[src/rtl/adc_red_pkg.sv]
package adc_red_pkg;
  typedef enum logic [1:0] {
    MODE_ACCUM  = 2'b00,
    MODE_FILTER = 2'b01,
    MODE_DIFF   = 2'b10,
    MODE_RSVD   = 2'b11
  } dmode_e;
endpackage

[src/rtl/adc_red_seq.sv]
module adc_red_seq
  import adc_red_pkg::*;
#(
  parameter int CTRL_W = 4
) (
  input  logic              clk,
  input  logic              rst,
  input  logic              conv_valid,
  input  logic [1:0]        mod_mode,
  input  logic [CTRL_W-1:0] red_ctrl,
  output logic              start_o,
  output logic              add_o,
  output logic              done_o,
  output logic [CTRL_W-1:0] cnt_o
);
  localparam logic [CTRL_W-1:0] CNT_ONE = CTRL_W'(1);

  logic              accept;
  logic [CTRL_W-1:0] cnt_q;

  assign accept  = conv_valid && (mod_mode == MODE_ACCUM);
  assign start_o = accept && (cnt_q == '0);
  assign add_o   = accept && (cnt_q != '0);
  assign done_o  = (start_o && (red_ctrl == '0)) || (add_o && (cnt_q == CNT_ONE));
  assign cnt_o   = cnt_q;

  always_ff @(posedge clk) begin
    if (rst) begin
      cnt_q <= '0;
    end else if (start_o) begin
      cnt_q <= red_ctrl;
    end else if (add_o) begin
      cnt_q <= cnt_q - CNT_ONE;
    end
  end

  AST_CNT_DECR: assert property (@(posedge clk) disable iff (rst)
    add_o |=> (cnt_q == $past(cnt_q) - CNT_ONE));
  AST_CNT_LOAD: assert property (@(posedge clk) disable iff (rst)
    start_o |=> (cnt_q == $past(red_ctrl)));
  AST_IGNORE_CNT: assert property (@(posedge clk) disable iff (rst)
    (mod_mode != MODE_ACCUM) |=> $stable(cnt_q));
endmodule

[src/rtl/adc_red_accum.sv]
module adc_red_accum #(
  parameter int DATA_W = 12,
  parameter int SUM_W  = 16
) (
  input  logic              clk,
  input  logic              rst,
  input  logic              start_i,
  input  logic              add_i,
  input  logic [DATA_W-1:0] data_i,
  output logic [SUM_W-1:0]  sum_o
);
  logic [SUM_W-1:0] acc_q;
  logic [SUM_W:0]   wide_sum;

  assign wide_sum = {1'b0, acc_q} + (SUM_W+1)'(data_i);
  assign sum_o    = acc_q;

  always_ff @(posedge clk) begin
    if (rst) begin
      acc_q <= '0;
    end else if (start_i) begin
      acc_q <= SUM_W'(data_i);
    end else if (add_i) begin
      acc_q <= wide_sum[SUM_W-1:0];
    end
  end

  AST_NO_OVERFLOW: assert property (@(posedge clk) disable iff (rst)
    add_i |-> (wide_sum[SUM_W] == 1'b0));
  AST_FIRST_OVERWRITE: assert property (@(posedge clk) disable iff (rst)
    start_i |=> (acc_q == SUM_W'($past(data_i))));
  AST_IGNORE_ACC: assert property (@(posedge clk) disable iff (rst)
    !(start_i || add_i) |=> $stable(acc_q));
endmodule

[src/rtl/adc_red_flag.sv]
module adc_red_flag #(
  parameter int CTRL_W = 4
) (
  input  logic              clk,
  input  logic              rst,
  input  logic              done_i,
  input  logic              rd_i,
  input  logic [CTRL_W-1:0] cnt_i,
  output logic              valid_o,
  output logic              event_o
);
  logic valid_q;
  logic event_q;

  assign valid_o = valid_q;
  assign event_o = event_q;

  always_ff @(posedge clk) begin
    if (rst) begin
      valid_q <= 1'b0;
      event_q <= 1'b0;
    end else begin
      event_q <= done_i;
      if (done_i) begin
        valid_q <= 1'b1;
      end else if (rd_i) begin
        valid_q <= 1'b0;
      end
    end
  end

  AST_EVENT_AT_ZERO: assert property (@(posedge clk) disable iff (rst)
    event_q |-> (cnt_i == '0));
  AST_EVENT_VALID: assert property (@(posedge clk) disable iff (rst)
    event_q |-> valid_q);
  AST_RD_CLEARS: assert property (@(posedge clk) disable iff (rst)
    (rd_i && !done_i) |=> !valid_q);
endmodule

[src/rtl/adc_accum_reducer.sv]
module adc_accum_reducer #(
  parameter int DATA_W = 12,
  parameter int CTRL_W = 4
) (
  input  logic                     clk,
  input  logic                     rst,
  input  logic                     conv_valid,
  input  logic [DATA_W-1:0]        conv_data,
  input  logic [CTRL_W-1:0]        red_ctrl,
  input  logic [1:0]               mod_mode,
  input  logic                     rd_strobe,
  output logic [DATA_W+CTRL_W-1:0] res_sum,
  output logic                     res_valid,
  output logic [CTRL_W-1:0]        red_cnt,
  output logic                     res_event
);
  localparam int SUM_W = DATA_W + CTRL_W;

  logic start_w;
  logic add_w;
  logic done_w;

  adc_red_seq #(.CTRL_W(CTRL_W)) u_seq (
    .clk        (clk),
    .rst        (rst),
    .conv_valid (conv_valid),
    .mod_mode   (mod_mode),
    .red_ctrl   (red_ctrl),
    .start_o    (start_w),
    .add_o      (add_w),
    .done_o     (done_w),
    .cnt_o      (red_cnt)
  );

  adc_red_accum #(.DATA_W(DATA_W), .SUM_W(SUM_W)) u_accum (
    .clk     (clk),
    .rst     (rst),
    .start_i (start_w),
    .add_i   (add_w),
    .data_i  (conv_data),
    .sum_o   (res_sum)
  );

  adc_red_flag #(.CTRL_W(CTRL_W)) u_flag (
    .clk     (clk),
    .rst     (rst),
    .done_i  (done_w),
    .rd_i    (rd_strobe),
    .cnt_i   (red_cnt),
    .valid_o (res_valid),
    .event_o (res_event)
  );

  AST_EVENT_ON_COMPLETE: assert property (@(posedge clk) disable iff (rst)
    (conv_valid && (mod_mode == 2'b00) && (red_cnt > 4'(1))) |=> !res_event);
endmodule

[config.mk]
export PLATFORM = sky130hd
export DESIGN_NAME = adc_accum_reducer
export DESIGN_NICKNAME = d
export VERILOG_FILES = /design/src/rtl/adc_red_pkg.sv /design/src/rtl/adc_red_seq.sv /design/src/rtl/adc_red_accum.sv /design/src/rtl/adc_red_flag.sv /design/src/rtl/adc_accum_reducer.sv
export SDC_FILE = /design/constraint.sdc
export NUM_CORES = 1
export LEC_CHECK = 0
export BUFFER_PORTS_ARGS = -buffer_cell sky130_fd_sc_hd__buf_2
export CAP_MARGIN = 5
export CORE_MARGIN = 4
export CORE_UTILIZATION = 56
export DETAILED_ROUTE_END_ITERATION = 7
export PLACE_DENSITY = 0.89
export RECOVER_POWER = 100
export SYNTH_ARGS = -nofsm -noshare
export SYNTH_HDL_FRONTEND = slang
export SYNTH_SLANG_ARGS = --single-unit
export TNS_END_PERCENT = 100
[constraint.sdc]
create_clock -name clk -period 3.1 [get_ports clk]
set_input_delay 0.31 -clock clk [delete_from_list [all_inputs] [get_ports clk]]
set_output_delay 0.31 -clock clk [all_outputs]
set_load 0.01 [all_outputs]
==> results.json, run 1 <==
{
  "status": "finished, final reports clean",
  "seq_area_frac_synth_pct": 27.5,
  "cp_max_fo": 3,
  "synth_warnings": 0,
  "crit_required_ns": 3.31,
  "clkSinkCount": 22,
  "fmax_mhz": 383,
  "io_pins": 44,
  "area_delta_synth_final_pct": 15.1,
  "p_leak_nw": 0.761,
  "num_vias": 1646,
  "drive_gt1_share_pct": 14.3,
  "ant_nets": 0,
  "grt_pass1_wl_mm": 6.13,
  "n_antenna_cell": 0,
  "drv_cap": 0,
  "ys_types": 49,
  "ir_worst_vdd_mv": 0.287,
  "ys_ff_latch": 22,
  "cts_root_buf": "clkbuf_4",
  "grt_usage_pct": 21.5,
  "worst_pin_slew_ns": 0.670,
  "setup_viol": 0,
  "dr.first_iter.drc_count": 90,
  "grt_pass1_vias": 1438,
  "critical_path_class": "reg2reg",
  "initial_core_util_pct": 58.5,
  "cts-resized-gates": 0,
  "worstHoldPathCells": 3,
  "drcViolationCount": 0,
  "power_density_nw_per_um2": 394,
  "clock_latency_ns": 0.32,
  "fillers": 267,
  "cp-end-kind": "flop",
  "fin_ws_ns": 0.491,
  "core_um2": 2730,
  "dp_slack_ns": 0.660,
  "die_h_um": 61.4,
  "fin_nets": 275,
  "dieArea_um2": 3770,
  "path_clk_slew_ns": 0.13,
  "report.final.slew_viol_count": 0,
  "drt_wl_total_mm": 3.87,
  "min_period_ns": 2.61,
  "fin_setup_tns_ns": 0,
  "cts_buffers": 3,
  "yosys_most_used_dff": "dfxtp_1",
  "synth_cells": 196,
  "cts_tree": "built",
  "synthArstFlopShare_pct": 0,
  "syn_area_per_cell_um2": 8.16,
  "dpl_cell_area_um2": 1830,
  "dp_hpwl_mm": 2.90,
  "hold_buffers": 0,
  "synth_edf_count": 0,
  "cts_buffer_depth": 2,
  "grt_max_degree": 24,
  "worst-r2r-cell-count": 8,
  "crit_path_start_kind": "flop",
  "fin_crit_sh_pct": 84.2,
  "grt_setup_unrepaired": "false",
  "rows": 19,
  "maxSlewHeadroom_pct": 55.3,
  "grt_overflow": 0,
  "viasPerCell": 6.14,
  "drt_first_pass_iters": 4,
  "place.gp.congestion": 0.950,
  "routedWlPerCell_um": 14.5,
  "min-delay-path-class": "in2reg",
  "hold_viol": 0,
  "arrival_ns": 2.82,
  "antenna_found_initial": 0,
  "skew_ns": 0.00230,
  "synth_fp_nets": 233,
  "cts.htree.levels": 1,
  "syn_area_um2": 1600,
  "die_w_um": 61.4,
  "portBuffers": 43,
  "post_cts_buffers": 0,
  "stdcell_area_um2": 1840
}
[path summary, 6_finish.rpt]
| check | from | end | slack (ns) |
|---|---|---|---|
| min | red_ctrl[0] | u_seq.cnt_o[0] | 0.25 |
| max reg2reg | u_accum.sum_o[0] | u_accum.sum_o[12] | 0.49 |
| max | u_accum.sum_o[0] | u_accum.sum_o[12] | 0.49 |
| min reg2reg | u_flag.valid_o | u_flag.valid_o | 0.47 |
[area by class of cell]
cell class                      count  area [um2]  share of cell area, %
Clock buffer                        3        22.5                   1.22
Clock inverter                      1        30.0                   1.63
Inverter                            2        7.51                  0.408
Multi-Input combinational cell    164        1100                   59.9
Sequential cell                    22         440                   23.9
Tap cell                           31        38.8                   2.11
Timing Repair Buffer               45         199                   10.8
[Yosys cell counts, types with 4 or more instances]
cell      count  area [um2]
a211oi_1      5        37.5
a21o_1        6        45.0
a21oi_1      18        90.1
a311oi_1      4        35.0
clkbuf_1      6        22.5
dfxtp_1      22         440
ha_1         14         175
nand2_1      25        93.8
nor2_1       21        78.8
o211ai_1      4        30.0
o21ai_0      12        60.1
xnor2_1       5        43.8
xor2_1        4        35.0
[cell families (layout without fill, tap and decap cells)]
group / after synthesis / count (layout) / synth area share [%]
AOI/OAI and AO/OA: 68 / 68 / 29.1
xor gates and xnor gates: 9 / 9 / 4.93
buffers and inverters: 10 / 51 / 2.89
adders and majority gates: 15 / 15 / 12.2
muxes: 2 / 2 / 1.33
and+or+nand+nor: 70 / 70 / 22.0
DFF: 22 / 22 / 27.5
[report_power, final]
part / switching, mW / internal, mW / total, mW
clock: 0.0961 / 0.131 / 0.227
combinational: 0.117 / 0.0768 / 0.194
sequential: 0.0103 / 0.294 / 0.304
total: 0.223 / 0.501 / 0.725
[routing by layer]
metal	share of wire, %	vias up	track usage (%)
met3	7.3	6	3.14
met1	45	759	28.1
met4	1.4	0	9.39
met5	0	-	0
met2	47	65	35.3
li1	-	816	-
[sequential cells by signal, indices dropped and copies added (netlist names)]
register,count
u_accum.sum_o,16
u_seq.cnt_o,4
u_flag.valid_o,1
u_flag.event_o,1
[cells in the final DEF (no fill, tap or decap), types with 2 or more instances in the layout]
master,count
a21o_1,6
a21oi_1,18
a311oi_1,4
nand2_1,25
and3_1,2
nor2_1,21
nor4_1,2
clkbuf_1,23
ha_1,14
xnor2_1,5
nand3_1,3
buf_2,21
a22oi_1,3
a31oi_1,2
a31o_2,2
a221oi_1,3
clkbuf_4,3
xor2_1,4
dfxtp_1,22
nand2b_1,2
nor3_1,3
a21boi_0,2
nand3b_1,2
o21ai_0,14
a211oi_1,5
o211ai_1,4
inv_1,2
[worst max-delay path, cell delays in order (launching register included)]
cell      delay [ns]
dfxtp_1         0.36
ha_1            0.22
fa_1            0.40
a21o_1          0.21
a221oi_1        0.40
o21ai_0         0.29
o31ai_4         0.28
mux2i_1         0.22
o21ai_0         0.11
[metrics by stage]
step	hold slack [ns]	utilization (%)	cells	total power, mW
6_report	0.246	67.3	268	0.725
5_1_grt	0.248	67.3	268	0.768
4_1_cts	0.239	68.8	268	0.736
3_5_place_dp	0.435	66.9	264	0.508
3_3_place_gp	0.430	66.9	264	0.504
2_1_floorplan	0.465	-	196	0.451
Note: power is estimated with default switching activity, not from simulation.
==> run 2: changes to the inputs <==
--- a/config.mk
+++ b/config.mk
@@ -8,9 +8,9 @@
 export BUFFER_PORTS_ARGS = -buffer_cell sky130_fd_sc_hd__buf_2
 export CAP_MARGIN = 5
 export CORE_MARGIN = 4
-export CORE_UTILIZATION = 56
+export CORE_UTILIZATION = 52
 export DETAILED_ROUTE_END_ITERATION = 7
-export PLACE_DENSITY = 0.89
+export PLACE_DENSITY = 0.83
 export RECOVER_POWER = 100
 export SYNTH_ARGS = -nofsm -noshare
 export SYNTH_HDL_FRONTEND = slang
==> constraint.sdc (replaced) <==
create_clock -name clk -period 2.45 [get_ports clk]
set_input_delay 0.245 -clock clk [delete_from_list [all_inputs] [get_ports clk]]
set_output_delay 0.245 -clock clk [all_outputs]
set_load 0.01 [all_outputs]
==> run 2 against run 1 <==
  * Cell count rose by 0.75%
  * Die area rose by 6.7%
  * Count of clock-buffer cells in the layout did not move
  * Register-to-register slack got worse by 0.38 ns
  * Sequential share of layout area fell by 0.15 points
==> results.json, run 2 (same netlist as run 1, synthesis figures left out) <==
{
  "crit_path_top_delay_cell": "fa_1",
  "min-delay-path-class": "in2reg",
  "routedWlPerCell_um": 15.4,
  "cp_max_fo": 3,
  "die_h_um": 63.5,
  "drt_first_pass_iters": 4,
  "cp-startpoint": "u_accum.sum_o[0]",
  "layout_commonest_cell": "nand2_1",
  "area_delta_synth_final_pct": 15.8,
  "clock_latency_ns": 0.33,
  "portBuffers": 43,
  "drv_cap": 0,
  "path_clk_slew_ns": 0.15,
  "grt.met2_usage_pct": 35.1,
  "total_power_mw": 0.930,
  "viasPerCell": 6.07,
  "dp_slack_ns": 0.119,
  "cts_root_buf": "clkbuf_4",
  "max_stage_delay_ns": 0.41,
  "grt_pass1_wl_mm": 7.00,
  "clkSinkCount": 22,
  "fmax_mhz": 427,
  "cp-end-kind": "flop",
  "largest_reg_flops": 16,
  "p_int_mw": 0.637,
  "io_pins": 44,
  "grt_pass1_vias": 1525,
  "drcViolationCount": 0,
  "cts.htree.levels": 1,
  "cts_buffer_depth": 2,
  "antenna_found_initial": 0,
  "report.final.slew_viol_count": 0,
  "core_um2": 2850,
  "hold_viol": 0,
  "hold_start": "red_ctrl[0]",
  "fin_nets": 277,
  "p_sw_share_pct": 31.5,
  "drt_wl_total_mm": 4.16,
  "grt_max_degree": 24,
  "maxSlewHeadroom_pct": 63.2,
  "critical_path_class": "reg2reg",
  "fin_setup_tns_ns": 0,
  "num_vias": 1638,
  "cts-resized-gates": 0,
  "skew_ns": 0.0200,
  "hold_buffers": 0,
  "rows": 19,
  "p_clk_share_pct": 31.5,
  "p_sw_mw": 0.293,
  "dpl_cell_area_um2": 1840,
  "seq_power_share_pct": 41.3,
  "ant_nets": 0,
  "crit_required_ns": 2.66,
  "dr.first_iter.drc_count": 73,
  "ir_worst_vdd_mv": 0.432,
  "worst_pin_slew_ns": 0.549,
  "pwr-share-comb_pct": 27.2,
  "p_leak_nw": 0.771,
  "gr-usage-met1_pct": 28.1,
  "n_antenna_cell": 0,
  "fin_crit_sh_pct": 95.5,
  "cts_buffers": 3,
  "min_period_ns": 2.34,
  "use_met3_pct": 4.62,
  "initial_core_util_pct": 56.1,
  "drive_gt1_share_pct": 15.5,
  "path_cells": "ha_1, fa_1, a21o_1, a221oi_2, o21ai_2, o31ai_4, mux2i_1, o21ai_0",
  "place.gp.congestion": 0.893,
  "power_density_nw_per_um2": 502,
  "stdcell_area_um2": 1850,
  "dpl.cell_count": 266,
  "rr_startpoint": "u_accum.sum_o[0]",
  "grt_overflow": 0,
  "die_w_um": 63.5,
  "dp_hpwl_mm": 3.12,
  "cts_tree": "built",
  "fin_cells": 270,
  "layout_common_cells": "25 x nand2_1, 23 x clkbuf_1, 22 x nor2_1, 22 x dfxtp_1, 21 x buf_2",
  "post_cts_buffers": 0,
  "grt_usage_pct": 21.2,
  "dieArea_um2": 4030,
  "crit_path_start_kind": "flop",
  "arrival_ns": 2.55,
  "fin_ws_ns": 0.111,
  "status": "finished, final reports clean",
  "grt_busiest_layer": "met2",
  "setup_viol": 0,
  "grt_setup_unrepaired": "false"
}
## run 2: changes by cell type in the layout (fill, tap and decap cells not counted), sizes merged
| cell | previous run | this run |
|---|---|---|
| buf | 22 | 24 |
## run 2: worst paths after layout
path,end,slack [ns],depth (start not counted)
hold reg to reg,u_flag.valid_o,0.47,1
hold / removal,u_seq.cnt_o[0],0.18,3
setup reg to reg,u_accum.sum_o[12],0.11,8
setup / recovery,u_accum.sum_o[12],0.11,8
## run 2: power by group through the flow
stage	logic [mW]	registers, mW	clock network [mW]
2_1_floorplan	0.173	0.397	0
3_3_place_gp	0.253	0.392	0
3_5_place_dp	0.258	0.392	0
4_1_cts	0.261	0.384	0.291
5_1_grt	0.282	0.387	0.312
6_report	0.253	0.384	0.293
## run 2: per-layer routing
layer / part of all wire, % / wire (um) / vias up
li1: - / - / 819
met1: 46 / 1900 / 751
met2: 46 / 1910 / 64
met3: 7.6 / 315 / 4
met4: 0.91 / 38 / 0
met5: 0 / 0 / -
## run 2: metrics by stage
stage               utilization, %  hold slack, ns
CTS                           66.5           0.183
finish                        64.9           0.176
global placement              64.6           0.429
detailed placement            64.6           0.436
floorplan                        -           0.400
global route                  64.9           0.182
## run 2: critical path, delay by kind of cell, from the launching register on
| family | cells | cell delay (ns) |
|---|---|---|
| fa+ha+maj | 2 | 0.63 |
| flops | 1 | 0.36 |
| mux | 1 | 0.19 |
| compound gates | 5 | 1.03 |
## run 2: area by class of cell
| cell class | count | area [um2] |
|---|---|---|
| timing repair buffer | 47 | 214 |
| tap | 31 | 38.8 |
| clock buffer | 3 | 22.5 |
| sequential | 22 | 440 |
| inverter | 2 | 7.51 |
| fill | 274 | 1000 |
| clock inverter | 1 | 30.0 |
| multi-input combinational | 164 | 1100 |
==> run 3: changes to the inputs <==
--- a/config.mk
+++ b/config.mk
@@ -5,12 +5,14 @@
 export SDC_FILE = /design/constraint.sdc
 export NUM_CORES = 1
 export LEC_CHECK = 0
+export ABC_AREA = 1
 export BUFFER_PORTS_ARGS = -buffer_cell sky130_fd_sc_hd__buf_2
 export CAP_MARGIN = 5
 export CORE_MARGIN = 4
-export CORE_UTILIZATION = 52
+export CORE_UTILIZATION = 54
+export CTS_CLUSTER_SIZE = 24
 export DETAILED_ROUTE_END_ITERATION = 7
-export PLACE_DENSITY = 0.83
+export PLACE_DENSITY = 0.85
 export RECOVER_POWER = 100
 export SYNTH_ARGS = -nofsm -noshare
 export SYNTH_HDL_FRONTEND = slang
==> run 3 against run 2 <==
  * Total power decreased by 2.1%
  * Via count grew 17%
  * Critical path type unchanged
  * Cell count up 40%
  * Flip-flop and latch count did not move
  * Core utilization is 0.97 points higher
  * Highest routed layer unchanged
==> results.json, run 3 <==
{
  "grt_pass1_vias": 1862,
  "power_density_nw_per_um2": 442,
  "ir_worst_vdd_mv": 0.272,
  "worstReg2RegEnd": "u_accum.sum_o[14]",
  "viasPerCell": 5.09,
  "syn_area_um2": 1810,
  "ys_types": 31,
  "drcViolationCount": 0,
  "synth_cells": 290,
  "rr_startpoint": "u_accum.sum_o[0]",
  "grt_pass1_wl_mm": 7.62,
  "crit_top_cell": "nand2_1",
  "num_vias": 1924,
  "yosys_most_used_dff": "dfxtp_1",
  "fin_nets": 372,
  "synth_edf_count": 0,
  "hold_viol": 0,
  "critical_path_class": "reg2reg",
  "dp_hpwl_mm": 3.46,
  "fin_setup_tns_ns": 0,
  "arrival_ns": 2.21,
  "hold_buffers": 0,
  "setup_viol": 0,
  "dieArea_um2": 4330,
  "synth_fp_nets": 327,
  "grt_max_degree": 17,
  "skew_ns": 0.00199,
  "path_cells": "ha_1, fa_1, nand3_1, nand3_1, nand2_1, nand2_1, nand2_1, nand3_1, nand2_1, nand2_1, a21oi_1",
  "syn_area_per_cell_um2": 6.23,
  "ys_ff_latch": 22,
  "drt_first_pass_iters": 4,
  "max_stage_delay_ns": 0.44,
  "netlist.area_leader.share_pct": 24.4,
  "portBuffers": 43,
  "clock_latency_ns": 0.33,
  "cts.htree.levels": 1,
  "rows": 20,
  "path_clk_slew_ns": 0.14,
  "n_antenna_cell": 0,
  "grt_overflow": 0,
  "largest_reg_flops": 16,
  "clkSinkCount": 22,
  "p_leak_nw": 1.10,
  "worst-r2r-cell-count": 11,
  "worstHoldPathCells": 4,
  "area_delta_synth_final_pct": 14.1,
  "place.gp.congestion": 0.896,
  "reg2reg_slack_ns": 0.52,
  "grt_setup_unrepaired": "false",
  "min-delay-path-class": "in2reg",
  "initial_core_util_pct": 57.8,
  "layout_common_cells": "101 x nand2_1, 41 x inv_1, 26 x nand3_1",
  "dpl_cell_area_um2": 2070,
  "die_h_um": 65.8,
  "drive_gt1_share_pct": 12.6,
  "cts_buffer_depth": 2,
  "drv_cap": 0,
  "report.final.slew_viol_count": 0,
  "die_w_um": 65.8,
  "fmax_mhz": 518,
  "maxSlewHeadroom_pct": 60.7,
  "synth_warnings": 0,
  "total_power_mw": 0.911,
  "crit_path_top_delay_cell": "fa_1",
  "worst_pin_slew_ns": 0.587,
  "cp-end-kind": "flop",
  "synth.area.top_cells": "dfxtp_1 24%, nand2_1 21%, ha_1 9.7%, inv_1 8.5%, nand3_1 6.1%",
  "grt_usage_pct": 22.3,
  "status": "finished, final reports clean",
  "cp_max_fo": 4,
  "crit_required_ns": 2.72,
  "dr.first_iter.drc_count": 81,
  "synthArstFlopShare_pct": 0,
  "min_to": "u_flag.valid_o",
  "cts_tree": "built",
  "cts-resized-gates": 0,
  "hold_ws_ns": 0.144,
  "fillers": 294,
  "routedWlPerCell_um": 11.9,
  "synth.most_common_cell": "nand2_1",
  "drt_wl_total_mm": 4.49,
  "crit_path_start_kind": "flop",
  "min_period_ns": 1.93,
  "ant_nets": 0,
  "cts_root_buf": "clkbuf_4",
  "seq_area_frac_synth_pct": 24.4,
  "yosysTopAreaCell": "dfxtp_1",
  "post_cts_buffers": 0,
  "io_pins": 44,
  "layout_commonest_cell": "nand2_1",
  "fin_crit_sh_pct": 78.9,
  "core_um2": 3130,
  "antenna_found_initial": 0,
  "hold_start": "rd_strobe",
  "stdcell_area_um2": 2060,
  "synthTopCellsByCount": "101 x nand2_1, 41 x inv_1, 22 x dfxtp_1, 22 x nand3_1, 20 x a21oi_1",
  "cts_buffers": 3
}
run 3: cell count changes after synthesis, sizes merged, moves of 4 or more:
| cell | change |
|---|---|
| a211oi | -5 |
| a21o | -6 |
| a21oi | +5 |
| a311oi | -4 |
| clkbuf | -4 |
| inv | +43 |
| nand2 | +83 |
| nand3 | +23 |
| nor2 | -4 |
| o21ai | -5 |
| xnor2 | -5 |
run 3: how the worst max path moves through the flow:
stage | to | cells past startpoint | start | slack (ns)
after floorplan | u_accum.sum_o[12] | 11 | u_accum.sum_o[0] | 0.74
final | u_accum.sum_o[14] | 11 | u_accum.sum_o[0] | 0.52
after CTS | u_accum.sum_o[14] | 11 | u_accum.sum_o[0] | 0.59
after global routing | u_accum.sum_o[6] | 8 | u_seq.cnt_o[0] | 0.26
after detailed placement | u_accum.sum_o[14] | 12 | conv_data[0] | 0.56
after global placement | u_accum.sum_o[12] | 12 | conv_data[0] | 0.61
run 3: cell type report:
class / instances / area [um2] / share of cell area [%]
clock buffers: 3 / 22.5 / 1.09
flip-flops and latches: 22 / 440 / 21.4
clock inverters: 1 / 30.0 / 1.46
well taps: 44 / 55.1 / 2.67
inverters: 45 / 169 / 8.20
repair buffers: 44 / 195 / 9.47
multi-input cells: 219 / 1150 / 55.7
run 3: critical path: cells and delay by family (launching register included):
kind                       cells  cell delay [ns]
and+or+nand+nor                8             0.76
adders and majority gates      2             0.66
DFF                            1             0.35
AOI/OAI and AO/OA              1             0.11
run 3: through the flow:
step                worst slack [ns]  utilization (%)  cells
floorplan                      0.736                -    290
global placement               0.606             66.1    374
detailed placement             0.562             66.1    374
CTS                            0.595             67.8    378
global route                   0.264             65.9    378
finish                         0.518             65.9    378
run 3: logic make-up after synthesis:
group | share of synthesized area, %
DFF | 24.4
xor gates and xnor gates | 1.45
buffers and inverters | 10.3
AOI/OAI and AO/OA | 13.2
and+or+nand+nor | 39.8
adders and majority gates | 10.8
run 3: layer usage:
layer | wire length [um] | track usage (%)
met2 | 2170 | 40.1
met4 | 92 | 9.07
met5 | 0 | 0
met1 | 1960 | 24.6
met3 | 274 | 5.61
run 3: where the power goes:
part           leakage, nW  switching, mW  internal (mW)
registers            0.178         0.0107          0.372
clock network       0.0279          0.131          0.166
logic                0.890          0.147         0.0842
total                 1.10          0.289          0.622
